**src/rtl/sram_out_pkg.sv**
```systemverilog
package sram_out_pkg;
  typedef enum logic [1:0] {
    CMD_DESEL = 2'b00,
    CMD_READ  = 2'b01,
    CMD_WRITE = 2'b10,
    CMD_RSVD  = 2'b11
  } cmd_e;
endpackage

```
**src/rtl/sram_cmd_pipe.sv**
```systemverilog
module sram_cmd_pipe
  import sram_out_pkg::*;
(
  input  logic       clk_i,
  input  logic       rst_ni,
  input  logic [1:0] cmd_i,
  output logic       s1_rd_o,
  output logic       s1_wr_o,
  output logic       s2_rd_o
);
  logic s1_rd_q, s1_wr_q, s2_rd_q;

  // deselect, write and reserved all enter as "no read"
  always_ff @(posedge clk_i or negedge rst_ni) begin
    if (!rst_ni) begin
      s1_rd_q <= 1'b0;
      s1_wr_q <= 1'b0;
      s2_rd_q <= 1'b0;
    end else begin
      s1_rd_q <= (cmd_i == CMD_READ);
      s1_wr_q <= (cmd_i == CMD_WRITE);
      s2_rd_q <= s1_rd_q;
    end
  end

  assign s1_rd_o = s1_rd_q;
  assign s1_wr_o = s1_wr_q;
  assign s2_rd_o = s2_rd_q;
endmodule

```
**src/rtl/sram_out_reg.sv**
```systemverilog
module sram_out_reg #(
  parameter int DATA_W = 32
) (
  input  logic              clk_i,
  input  logic              rst_ni,
  input  logic              pipe_mode_i,
  input  logic              cap_en_i,
  input  logic [DATA_W-1:0] rd_data_i,
  output logic [DATA_W-1:0] sel_data_o
);
  logic [DATA_W-1:0] data_q;

  always_ff @(posedge clk_i or negedge rst_ni) begin
    if (!rst_ni)       data_q <= '0;
    else if (cap_en_i) data_q <= rd_data_i;
  end

  assign sel_data_o = pipe_mode_i ? data_q : rd_data_i;
endmodule

```
**src/rtl/sram_oe_gate.sv**
```systemverilog
module sram_oe_gate #(
  parameter int DATA_W = 32
) (
  input  logic              pipe_mode_i,
  input  logic              s1_rd_i,
  input  logic              s2_rd_i,
  input  logic              s1_wr_i,
  input  logic              oe_i,
  input  logic [DATA_W-1:0] sel_data_i,
  output logic [DATA_W-1:0] dq_o,
  output logic              dq_oe_o
);
  logic rd_vld;

  always_comb begin
    rd_vld  = pipe_mode_i ? s2_rd_i : s1_rd_i;
    dq_oe_o = oe_i & rd_vld & ~s1_wr_i;
    dq_o    = dq_oe_o ? sel_data_i : '0;
  end
endmodule

```
**src/rtl/sram_rd_out_stage.sv**
```systemverilog
module sram_rd_out_stage
  import sram_out_pkg::*;
#(
  parameter int DATA_W = 32
) (
  input  logic              clk_i,
  input  logic              rst_ni,
  input  logic              pipe_mode_i,
  input  logic [1:0]        cmd_i,
  input  logic [DATA_W-1:0] rd_data_i,
  input  logic              oe_i,
  output logic [DATA_W-1:0] dq_o,
  output logic              dq_oe_o
);
  logic              s1_rd, s1_wr, s2_rd;
  logic [DATA_W-1:0] sel_data;

  sram_cmd_pipe u_pipe (
    .clk_i   (clk_i),
    .rst_ni  (rst_ni),
    .cmd_i   (cmd_i),
    .s1_rd_o (s1_rd),
    .s1_wr_o (s1_wr),
    .s2_rd_o (s2_rd)
  );

  sram_out_reg #(.DATA_W(DATA_W)) u_oreg (
    .clk_i       (clk_i),
    .rst_ni      (rst_ni),
    .pipe_mode_i (pipe_mode_i),
    .cap_en_i    (s1_rd),
    .rd_data_i   (rd_data_i),
    .sel_data_o  (sel_data)
  );

  sram_oe_gate #(.DATA_W(DATA_W)) u_gate (
    .pipe_mode_i (pipe_mode_i),
    .s1_rd_i     (s1_rd),
    .s2_rd_i     (s2_rd),
    .s1_wr_i     (s1_wr),
    .oe_i        (oe_i),
    .sel_data_i  (sel_data),
    .dq_o        (dq_o),
    .dq_oe_o     (dq_oe_o)
  );

  a_r4_write_frees_bus: assert property (@(posedge clk_i) disable iff (!rst_ni)
    (cmd_i == CMD_WRITE) |=> !dq_oe_o);

  a_r3_off_by_second_edge: assert property (@(posedge clk_i) disable iff (!rst_ni)
    (cmd_i != CMD_READ) |=> ##1 !(pipe_mode_i && dq_oe_o));

  a_r5_oe_gates: assert property (@(posedge clk_i) disable iff (!rst_ni)
    !oe_i |-> !dq_oe_o);

  a_r6_quiet_bus: assert property (@(posedge clk_i) disable iff (!rst_ni)
    !dq_oe_o |-> (dq_o == '0));

  a_r2_pipe_data: assert property (@(posedge clk_i) disable iff (!rst_ni)
    (pipe_mode_i && dq_oe_o) |-> (dq_o == $past(rd_data_i)));

  a_r1_flow_data: assert property (@(posedge clk_i) disable iff (!rst_ni)
    (!pipe_mode_i && dq_oe_o) |-> (dq_o == rd_data_i));

  a_r7_reset_quiet: assert property (@(posedge clk_i)
    !rst_ni |-> (!dq_oe_o && dq_o == '0));
endmodule

```
**config.mk**
```make
export PLATFORM = sky130hd
export DESIGN_NAME = sram_rd_out_stage
export DESIGN_NICKNAME = d
export VERILOG_FILES = /design/src/rtl/sram_out_pkg.sv /design/src/rtl/sram_cmd_pipe.sv /design/src/rtl/sram_out_reg.sv /design/src/rtl/sram_oe_gate.sv /design/src/rtl/sram_rd_out_stage.sv
export SDC_FILE = /design/constraint.sdc
export NUM_CORES = 1
export LEC_CHECK = 0
export BUFFER_PORTS_ARGS = -buffer_cell sky130_fd_sc_hd__buf_2
export CAP_MARGIN = 20
export CELL_PAD_IN_SITES_DETAIL_PLACEMENT = 0
export CELL_PAD_IN_SITES_GLOBAL_PLACEMENT = 1
export CORE_ASPECT_RATIO = 1.1
export CORE_MARGIN = 2
export CORE_UTILIZATION = 29
export CTS_CLUSTER_SIZE = 14
export DETAILED_ROUTE_END_ITERATION = 8
export HOLD_SLACK_MARGIN = 0.12
export PLACE_DENSITY_LB_ADDON = 0.1
export RECOVER_POWER = 100
export SETUP_SLACK_MARGIN = 0.4
export SLEW_MARGIN = 5
export SYNTH_ARGS = -nofsm -noshare
export SYNTH_HDL_FRONTEND = slang
export SYNTH_SLANG_ARGS = --single-unit
```
**constraint.sdc**
```tcl
create_clock -name clk_i -period 1.37 [get_ports clk_i]
set_input_delay 0.2055 -clock clk_i [delete_from_list [all_inputs] [get_ports clk_i]]
set_output_delay 0.2055 -clock clk_i [all_outputs]
set_load 0.03 [all_outputs]
```
== Yosys cells after proc, flatten, opt, wreduce, memory -nomap -nowiden ==
Cells that the tools add are included.

* Flip-flop bits (word level): 35
* Latch bits: 0
* RAM bits: 0
* Memory bits (read-only): 0
* Input port bits: 38
* Output and inout port bits: 33
* Logic and storage cells: 12
* Memories kept: 0

* Add/subtract/negate cells: 0
* Multiply operators: 0
* Div/mod/pow operators: 0
* Magnitude comparators: 0
* Equal/unequal tests: 2
* Shift-type cells: 0
* Muxes and demuxes: 3
* Bitwise gates (word level): 3
* Reduce and logical (&&, ||, !) cells: 0

{| class="wikitable"
|+ Operators by type and width
! operator !! count
|-
| 32-bit two-way mux || 2
|-
| 1-bit AND || 2
|-
| 2-bit by 1-bit == test with 1-bit output, second input constant || 1
|-
| 2-bit == test, second input constant || 1
|-
| 1-bit two-way mux || 1
|-
| 1-bit inverter || 1
|}

== Depth between registers and ports, before layout ==
Gate-level depths: netlist of the first run.

* Word-level depth: 4
* Gate-level depth with buffers: 4
* Gate-level depth less buffers: 2

== Modules after synthesis ==
A second synthesis of the first run with hierarchy kept.

* Cells, all modules: 186
* Area, all modules: 2508.7 sq um

{| class="wikitable"
|+ Modules (own cells, without submodules)
! module !! instances !! cells each !! area an instance (sq um) !! sequential area each (sq um)
|-
| sram_out_reg || 1 || 104 || 1889.3 || 800.8
|-
| sram_oe_gate || 1 || 77 || 529.3 || 0.0
|-
| sram_cmd_pipe || 1 || 5 || 90.1 || 75.1
|}

== Least setup slack after synthesis of the first run ==
No wires, ideal clock.

* Path type: input to output
* Start: input pipe_mode_i
* End: output dq_o[30]
* Arrival: 1314 ps
* Data required time: 1165 ps
* Slack: -150 ps
* Stages: 4
* Buffers on the path: 2
* Cell sequence: buf_4 buf_4 mux2i_1 nor3_1

* Longest elaborated chain between the ends: 4
* Elaborated cells on any way between the ends: 5
* Those cells by class: mux: 3; bitwise: 2

{| class="wikitable"
|+ RTL lines
! item !! RTL line !! text
|-
| start: declaration || sram_rd_out_stage.sv:8 || <nowiki>input logic pipe_mode_i,</nowiki>
|-
| 1-bit two-way mux || sram_oe_gate.sv:16 || <nowiki>rd_vld = pipe_mode_i ? s2_rd_i : s1_rd_i;</nowiki>
|-
| 1-bit AND (2 in a row) || sram_oe_gate.sv:17 || <nowiki>dq_oe_o = oe_i & rd_vld & ~s1_wr_i;</nowiki>
|-
| 32-bit two-way mux * || sram_oe_gate.sv:18 || <nowiki>dq_o = dq_oe_o ? sel_data_i : '0;</nowiki>
|-
| end: declaration || sram_rd_out_stage.sv:12 || <nowiki>output logic [DATA_W-1:0] dq_o,</nowiki>
|}

Every way passes the cells marked *; elsewhere a longest branch is shown, timed or not.

== Worst setup path after layout of the first run ==
* Start: register u_pipe.s1_rd_q (netlist: u_pipe.s1_rd_o)
* End: output dq_o[18]

* Longest elaborated chain between the ends: 4

{| class="wikitable"
|+ RTL lines
! item !! RTL line !! text
|-
| start: declaration || sram_cmd_pipe.sv:11 || <nowiki>logic s1_rd_q, s1_wr_q, s2_rd_q;</nowiki>
|-
| start signal: assignment || sram_cmd_pipe.sv:20 || <nowiki>s1_rd_q <= (cmd_i == CMD_READ);</nowiki>
|-
| 1-bit two-way mux || sram_oe_gate.sv:16 ||
|-
| 1-bit AND (2 in a row) || sram_oe_gate.sv:17 ||
|-
| 32-bit two-way mux || sram_oe_gate.sv:18 ||
|}

No other way between the ends.

==> results of run 1 <==
==> power groups by stage <==
stage	clock network, mW	logic (mW)	registers (mW)
floorplan	0	0.596	1.25
CTS	0.723	0.854	1.25
global placement	0	0.765	1.26
global route	0.776	0.931	1.27
finish	0.684	0.868	1.25
detailed placement	0	0.786	1.27
==> Yosys cell counts (all sizes together) <==
| library cell | number | area share (%) |
|---|---|---|
| nand2b | 1 | 0.31 |
| nor3 | 32 | 15 |
| nor2b | 2 | 0.62 |
| clkbuf | 2 | 0.74 |
| mux2i | 33 | 17 |
| nor2 | 1 | 0.19 |
| buf | 13 | 4.7 |
| dfrtp | 35 | 43 |
| mux2 | 32 | 18 |
==> layout by cell type (no fill, tap or decap), drive strengths merged <==
master       count
buf             86
dfrtp           35
mux2i           33
mux2            32
nor3            32
clkbuf          10
dlygate4sd3      3
nor2b            2
nand2b           1
nor2             1
==> cell type report <==
cell class,instances,area (um2),share of cell area (%)
flip-flops and latches,35,876,27.7
repair buffers,93,873,27.6
clock buffers,6,72.6,2.29
well taps,82,103,3.24
multi-input cells,101,1240,39.2
==> worst register-to-register path, cell delays in order (launching register included) <==
cell,delay (ns)
dfrtp_1,0.39
clkbuf_4,0.46
mux2_2,0.40
==> sequential cells by signal, indices dropped and copies added, names as in the netlist <==
| name | count |
|---|---|
| u_pipe.s1_rd_o | 1 |
| u_oreg.data_q | 32 |
| u_pipe.s1_wr_o | 1 |
| u_pipe.s2_rd_o | 1 |
==> logic make-up (layout without fill, tap and decap cells) <==
group | Yosys count | count (layout) | synth area share, %
muxes | 65 | 65 | 34.9
DFF | 35 | 35 | 43.4
buffers and inverters | 15 | 99 | 5.46
and+or+nand+nor | 36 | 36 | 16.3
==> metrics by stage <==
step           instances  TNS (ns)  hold WS [ns]  power (mW)
2_1_floorplan        151         0       -0.0901        1.84
3_5_place_dp         304     -1.37         0.276        2.06
3_3_place_gp         304    -0.975         0.276        2.03
6_report             317     -7.85         0.171        2.80
5_1_grt              317    -11.65         0.160        2.97
4_1_cts              314     -8.65         0.161        2.83
==> path summary, 6_finish.rpt <==
kind / start / cells past startpoint / slack [ns] / end
setup / recovery: u_pipe.s1_rd_o / 5 / -0.28 / dq_o[18]
hold / removal: rd_data_i[23] / 2 / 0.17 / u_oreg.data_q[23]
setup reg to reg: u_pipe.s1_rd_o / 2 / 0 / u_oreg.data_q[10]
hold reg to reg: u_oreg.data_q[29] / 1 / 0.51 / u_oreg.data_q[29]
max in group asynchronous: rst_ni / 3 / 0.23 / u_oreg.data_q[20]
min in group asynchronous: rst_ni / 3 / 0.62 / u_oreg.data_q[14]
==> metal layers <==
metal | global-route usage, % | share of wire (%) | vias to the layer above
met4 | 4.03 | 1.3 | 0
met5 | 0 | 0 | -
met3 | 4.18 | 4.9 | 5
met1 | 15.7 | 42 | 745
met2 | 24.7 | 52 | 40
li1 | - | - | 715
==> what timing repair did <==
| item | CTS | global route |
|---|---|---|
| gates resized for setup | 66 | 4 |
| setup endpoints to repair | 66 | 66 |
| hold endpoints to repair | 37 | 0 |
| pin swaps | 2 | 8 |
| setup buffers | 0 | 1 |
| cloned | 1 | 2 |
| hold buffers | 3 | 0 |
==> flow_summary.toml, run 1 <==
[status]
status = "finished, violations left"
failed_checks = "setup timing"

[worst_setup_path]
cp_common_cell = "buf_6"
critical_path_required_ns = 1.16
path_cells = "mux2i_4, buf_6, clkbuf_16, nor3_4, buf_6"
path_delay_family = "buffers and inverters"
worstSetupStartpointType = "flip-flop"
cp_slowest_cell = "dfrtp_1"
worst-setup-path-type = "flip-flop to output port"
crit_fanout = 6
cp-end-kind = "output port"
worstPathArrival_ns = 1.44
path_buf_inv = 3
max_stage_delay_ns = 0.41

[cts]
cts_buffer_depth = 2
insertion_delay_ns = 0.28
numCtsBuffers = 5
clkSinkCount = 35
cts_tree = "built"
clockRootBuffer = "clkbuf_8"
cts.htree.levels = 2
clk_pin_slew_worst_paths_ns = 0.07

[sta]
rsz0062_at_grt = "yes"
layout_worst_path_cycle_share_pct = 120
relSlewSlack_pct = 46.5
fin_crit_ns = 1.65
tightest_slew_ns = 0.803
setup_viol = 33
setup_ws_ns = -0.277
slew_viol_final = 0
final.setup_skew_ns = 0.00241
max_freq_mhz = 607
hold_viol = 0

[global_route]
grt_max_degree = 36
grt_pass1_vias = 1713
grt_pass1_wl_um = 8300
grt.overflow.total = 0
grt_antenna_before_repair = 0
grt.total_usage_pct = 13.8

[placement]
portBuffers = 70
dp_hpwl_um = 3520
routabilityCongestion = 0.774
post-place-ws_ns = -0.0906
placed_area_mm2 = 0.00278

[pwr]
peakVddDrop_mv = 0.552
clockPowerShare_pct = 24.4
power_frac_seq_pct = 44.6
powerDensity_mw_per_mm2 = 885
switching_share_pct = 30.8
power_frac_comb_pct = 31.0
p_int_mw = 1.94
p_switching_mw = 0.862
power_leakage_nw = 1.46

[detailed_routing]
vias = 1505
routed_wl_um = 5040
post-route-drc-count = 0
vias_per_cell = 4.75
drtIter0Drc = 27
ant_nets = 0
drt_pass1_iterations = 2
wire_per_inst_um = 15.9

[cells_and_area]
fin_area_mm2 = 0.00317
fillCellCount = 626
nets = 274
areaGrowthSynthToFinish_pct = 57.0
diodes = 0
layout-drive-gt1-share_pct = 68.1
fin_util_pct = 47.5

[die]
initial_core_util_pct = 30.2
die_x_um = 83.5
die_area_mm2 = 0.00764
io_pins = 71
fp.dieH_um = 91.5
rows = 31
core_area_mm2 = 0.00667

[synth]
synth_cell_types = 14
synth_area_per_cell_um2 = 13.4
syn_inst = 151
synth_warnings = 0
syn_area_mm2 = 0.00202
yosys_register_bits = 35
synth-seq-area-share_pct = 43.4
synthesis.nets = 189

[run]
cap_violations = 0

[min_path]
hold_class = "primary input to flip-flop"
(Power assumes the default switching activity.)
==> inputs of run 2 (changes only) <==
Settings changed: PLACE_DENSITY from default to 0.66, PLACE_DENSITY_LB_ADDON 0.1 to default.
==> flow_summary.toml, run 2 (synthesis results as in run 1) <==
[status]
status = "finished, violations left"
failed_checks = "setup timing"

[placement]
dp_hpwl_um = 3200
dp.cells = 297
routabilityCongestion = 0.676
placed_area_mm2 = 0.00271
post-place-ws_ns = -0.0505
portBuffers = 70

[run]
cap_violations = 0

[pwr]
p_switching_mw = 0.861
p_int_mw = 2.04
power_frac_seq_pct = 42.9
switching_share_pct = 29.7
powerDensity_mw_per_mm2 = 923
clockPowerShare_pct = 27.9
power.total_mw = 2.90
power_leakage_nw = 1.44
power_frac_comb_pct = 29.2
peakVddDrop_mv = 0.447

[worst_setup_path]
path_delay_family = "buffers and inverters"
cp_common_cell = "buf_12"
cp-end-kind = "output port"
rrSetupSlack_ns = 0.03
cp_slowest_cell = "dfrtp_1"
r2r_end = "u_oreg.data_q[12]"
max_stage_delay_ns = 0.41
path_buf_inv = 3
critical_path_required_ns = 1.16
worstPathArrival_ns = 1.43
worst-setup-path-type = "flip-flop to output port"
crit_fanout = 8
worstSetupStartpointType = "flip-flop"
path_cells = "mux2i_4, buf_12, buf_12, nor3_4, buf_6"
rr_startpoint = "u_pipe.s1_rd_o"
rr_worst_depth = 2

[cts]
insertion_delay_ns = 0.28
cts_tree = "built"
cts.htree.levels = 2
clk_pin_slew_worst_paths_ns = 0.07
numCtsBuffers = 5
clockRootBuffer = "clkbuf_8"
clkSinkCount = 35
cts_buffer_depth = 2

[global_route]
grt_pass1_wl_um = 7820
grt_antenna_before_repair = 0
grt_pass1_vias = 1538
grt_max_degree = 34
grt.overflow.total = 0
grt.total_usage_pct = 13.1

[cells_and_area]
final_cell_mix = "buf_2, dfrtp_1, buf_6, mux2i_1, mux2_2"
instances_no_fill = 312
top_register = "u_oreg.data_q"
fin_area_mm2 = 0.00315
areaGrowthSynthToFinish_pct = 56.0
register_area_um2 = 876
final_common_cell = "buf_2"
layout-drive-gt1-share_pct = 68.3
diodes = 0
nets = 267
largest_reg_flops = 32
fillCellCount = 626
multiInputGateArea_mm2 = 0.00125

[detailed_routing]
ant_nets = 0
wire_per_inst_um = 15.0
vias_per_cell = 4.73
drt_pass1_iterations = 3
vias = 1477
drtIter0Drc = 34
post-route-drc-count = 0
routed_wl_um = 4680

[die]
core_area_mm2 = 0.00667
initial_core_util_pct = 30.2
die_area_mm2 = 0.00764
die_x_um = 83.5
rows = 31
io_pins = 71
fp.dieH_um = 91.5

[sta]
tightest_slew_ns = 0.443
setup_viol = 33
slew_viol_final = 0
final.setup_skew_ns = 0.00534
relSlewSlack_pct = 70.4
max_freq_mhz = 612
layout_worst_path_cycle_share_pct = 119
rsz0062_at_grt = "yes"
hold_viol = 0
fin_crit_ns = 1.63
setup_ws_ns = -0.265
timing.hold.ws_ns = 0.169

[min_path]
hold_path_depth = 2
hold_class = "primary input to flip-flop"
hold_start = "rd_data_i[28]"
hold_path_end = "u_oreg.data_q[28]"
run 2: routing by layer:
metal  track usage [%]  part of all wire (%)
met5                 0                     0
met3              3.36                   5.0
met4              3.63                  0.98
met2              22.3                    51
met1              16.3                    43
run 2: worst max path at each step:
| stage | cells after the start | slack (ns) | end | from |
|---|---|---|---|---|
| after floorplan | 4 | 0.04 | dq_o[20] | u_pipe.s1_rd_o |
| after global placement | 5 | -0.05 | dq_o[6] | pipe_mode_i |
| after detailed placement | 5 | -0.05 | dq_o[22] | pipe_mode_i |
| after CTS | 5 | -0.29 | dq_o[22] | u_pipe.s1_rd_o |
| after global routing | 5 | -0.34 | dq_o[25] | u_pipe.s1_rd_o |
| final | 5 | -0.26 | dq_o[25] | u_pipe.s1_rd_o |
run 2: power by group through the flow:
| stage | combinational [mW] | sequential [mW] | clock, mW |
|---|---|---|---|
| 6_report | 0.847 | 1.25 | 0.810 |
| 5_1_grt | 0.910 | 1.26 | 0.907 |
| 4_1_cts | 0.870 | 1.25 | 0.851 |
| 3_5_place_dp | 0.755 | 1.27 | 0 |
| 3_3_place_gp | 0.750 | 1.26 | 0 |
| 2_1_floorplan | 0.596 | 1.25 | 0 |
run 2: per-stage QoR:
stage | setup TNS, ns | utilization, %
CTS | -8.66 | 47.4
detailed placement | -0.444 | 40.7
global placement | -0.344 | 40.7
finish | -7.89 | 47.1
floorplan | 0 | -
global route | -11.28 | 47.1
run 2: final cells by class:
type	count	share of cell area (%)
Tap cell	82	3.26
Timing Repair Buffer	86	25.8
Sequential cell	35	27.8
Multi-Input combinational cell	101	39.9
Clock buffer	8	3.18
run 2: worst reg2reg max path: cells and delay by family (launching register included):
kind | cells | cell delay [ns]
muxes | 1 | 0.39
DFF | 1 | 0.40
buffers and inverters | 1 | 0.42
run 2: timing repair:
| item | 4_1_cts | 5_1_grt |
|---|---|---|
| gates cloned | 2 | 0 |
| endpoints found under the hold margin | 18 | 0 |
| gates resized for setup | 73 | 0 |
| pin swaps | 32 | 0 |
| endpoints found under the setup margin | 66 | 66 |
| buffers inserted | 2 | 0 |
| hold buffers | 3 | 0 |
==> inputs of run 3 (changes only) <==
Settings changed: CORE_ASPECT_RATIO 1.1 to default.
==> flow_summary.toml, run 3 (synthesis results as in run 1) <==
[status]
status = "finished, violations left"
failed_checks = "setup timing"

[pwr]
clockPowerShare_pct = 31.3
power_frac_comb_pct = 28.1
power_frac_seq_pct = 40.6
powerDensity_mw_per_mm2 = 957
power.total_mw = 3.07
switching_share_pct = 28.9
power_leakage_nw = 1.47
p_switching_mw = 0.887
peakVddDrop_mv = 0.384
p_int_mw = 2.18

[die]
core_area_mm2 = 0.00676
die_area_mm2 = 0.00764
fp.dieH_um = 87.4
initial_core_util_pct = 29.9
rows = 30
io_pins = 71
die_x_um = 87.4

[worst_setup_path]
critical_path_required_ns = 1.16
crit_fanout = 7
worstPathArrival_ns = 1.42
path_cells = "mux2i_4, buf_12, buf_12, nor3_4, buf_6"
cp-end-kind = "output port"
cp_slowest_cell = "dfrtp_1"
worstSetupStartpointType = "flip-flop"
cp_common_cell = "buf_12"
worst-setup-path-type = "flip-flop to output port"
max_stage_delay_ns = 0.42

[global_route]
grt_pass1_vias = 1510
grt_pass1_wl_um = 7740
grt_max_degree = 34
grt_antenna_before_repair = 0
grt.total_usage_pct = 13.5
grt.overflow.total = 0

[sta]
hold_viol = 0
final.setup_skew_ns = 0.00669
max_freq_mhz = 615
layout_worst_path_cycle_share_pct = 119
relSlewSlack_pct = 70.3
fin_setup_tns_ns = -7.69
tightest_slew_ns = 0.445
rsz0062_at_grt = "yes"
setup_viol = 33
setup_ws_ns = -0.255
slew_viol_final = 0
fin_crit_ns = 1.63

[placement]
placed_area_mm2 = 0.00274
routabilityCongestion = 0.645
portBuffers = 70
dp_hpwl_um = 3340
dp.cells = 300

[cts]
clkSinkCount = 35
cts_tree = "built"
cts_buffer_depth = 2
insertion_delay_ns = 0.28
cts.htree.levels = 2
numCtsBuffers = 5
clockRootBuffer = "clkbuf_8"
clk_pin_slew_worst_paths_ns = 0.07

[cells_and_area]
fin_area_mm2 = 0.00321
instances_no_fill = 315
final_common_cell = "buf_2"
largest_reg_flops = 32
diodes = 0
final_cell_mix = "buf_2, dfrtp_1, buf_6, mux2i_1, mux2_2"
areaGrowthSynthToFinish_pct = 59.1
layout-drive-gt1-share_pct = 68.9
top_register = "u_oreg.data_q"
nets = 272

[detailed_routing]
post-route-drc-count = 0
ant_nets = 0
vias_per_cell = 4.74
wire_per_inst_um = 15.4
routed_wl_um = 4840
drtIter0Drc = 25
drt_pass1_iterations = 4
vias = 1493

[run]
cap_violations = 0

[min_path]
hold_class = "primary input to flip-flop"
==> run 3: final timing paths <==
check / cells after the start / to / slack [ns] / startpoint
min in group asynchronous: 2 / u_oreg.data_q[5] / 0.39 / rst_ni
worst max register to register: 2 / u_oreg.data_q[18] / 0.02 / u_pipe.s1_rd_o
worst min register to register: 1 / u_oreg.data_q[13] / 0.51 / u_oreg.data_q[13]
worst min-delay path: 2 / u_oreg.data_q[25] / 0.16 / rd_data_i[25]
worst max-delay path: 5 / dq_o[19] / -0.26 / u_pipe.s1_rd_o
max in group asynchronous: 3 / u_oreg.data_q[4] / 0.19 / rst_ni
==> run 3: repair_timing <==
| item | in CTS | in global routing |
|---|---|---|
| buffers inserted | 1 | 0 |
| hold endpoints to repair | 18 | 0 |
| cloned | 1 | 2 |
| pin swaps | 18 | 16 |
| endpoints found under the setup margin | 66 | 66 |
| hold buffers | 3 | 0 |
| resized for setup | 70 | 5 |
==> run 3: power groups by stage <==
stage / sequential [mW] / combinational [mW] / clock (mW)
finish: 1.25 / 0.864 / 0.961
global route: 1.27 / 0.929 / 1.06
CTS: 1.25 / 0.852 / 1.00
detailed placement: 1.27 / 0.761 / 0
global placement: 1.26 / 0.756 / 0
floorplan: 1.25 / 0.596 / 0
==> run 3: metal layers <==
metal / part of all wire [%] / track usage (%)
met4: 0.56 / 3.78
met2: 53 / 22.3
met3: 4.7 / 4.64
met5: 0 / 0
met1: 42 / 16.6
==> run 3: area by class of cell <==
class,count,area (um2)
clock inverter,2,35.0
fill,609,3550
multi-input combinational,101,1250
timing repair buffer,91,861
tap,80,100
clock buffer,6,82.6
sequential,35,876
==> run 3: worst max-delay path, delay by kind of cell, from the launching register on <==
family	cells	cell delay (ns)
AND/OR/NAND/NOR	1	0.05
multiplexers	1	0.18
buffers and inverters	3	0.48
flip-flops	1	0.42
==> run 3: per-stage QoR <==
stage	utilization [%]	hold slack, ns	setup WS [ns]
floorplan	-	-0.0901	0.0360
global placement	40.5	0.167	-0.0548
detailed placement	40.5	0.172	-0.0624
CTS	46.6	0.150	-0.286
global route	47.5	0.144	-0.330
finish	47.5	0.164	-0.255
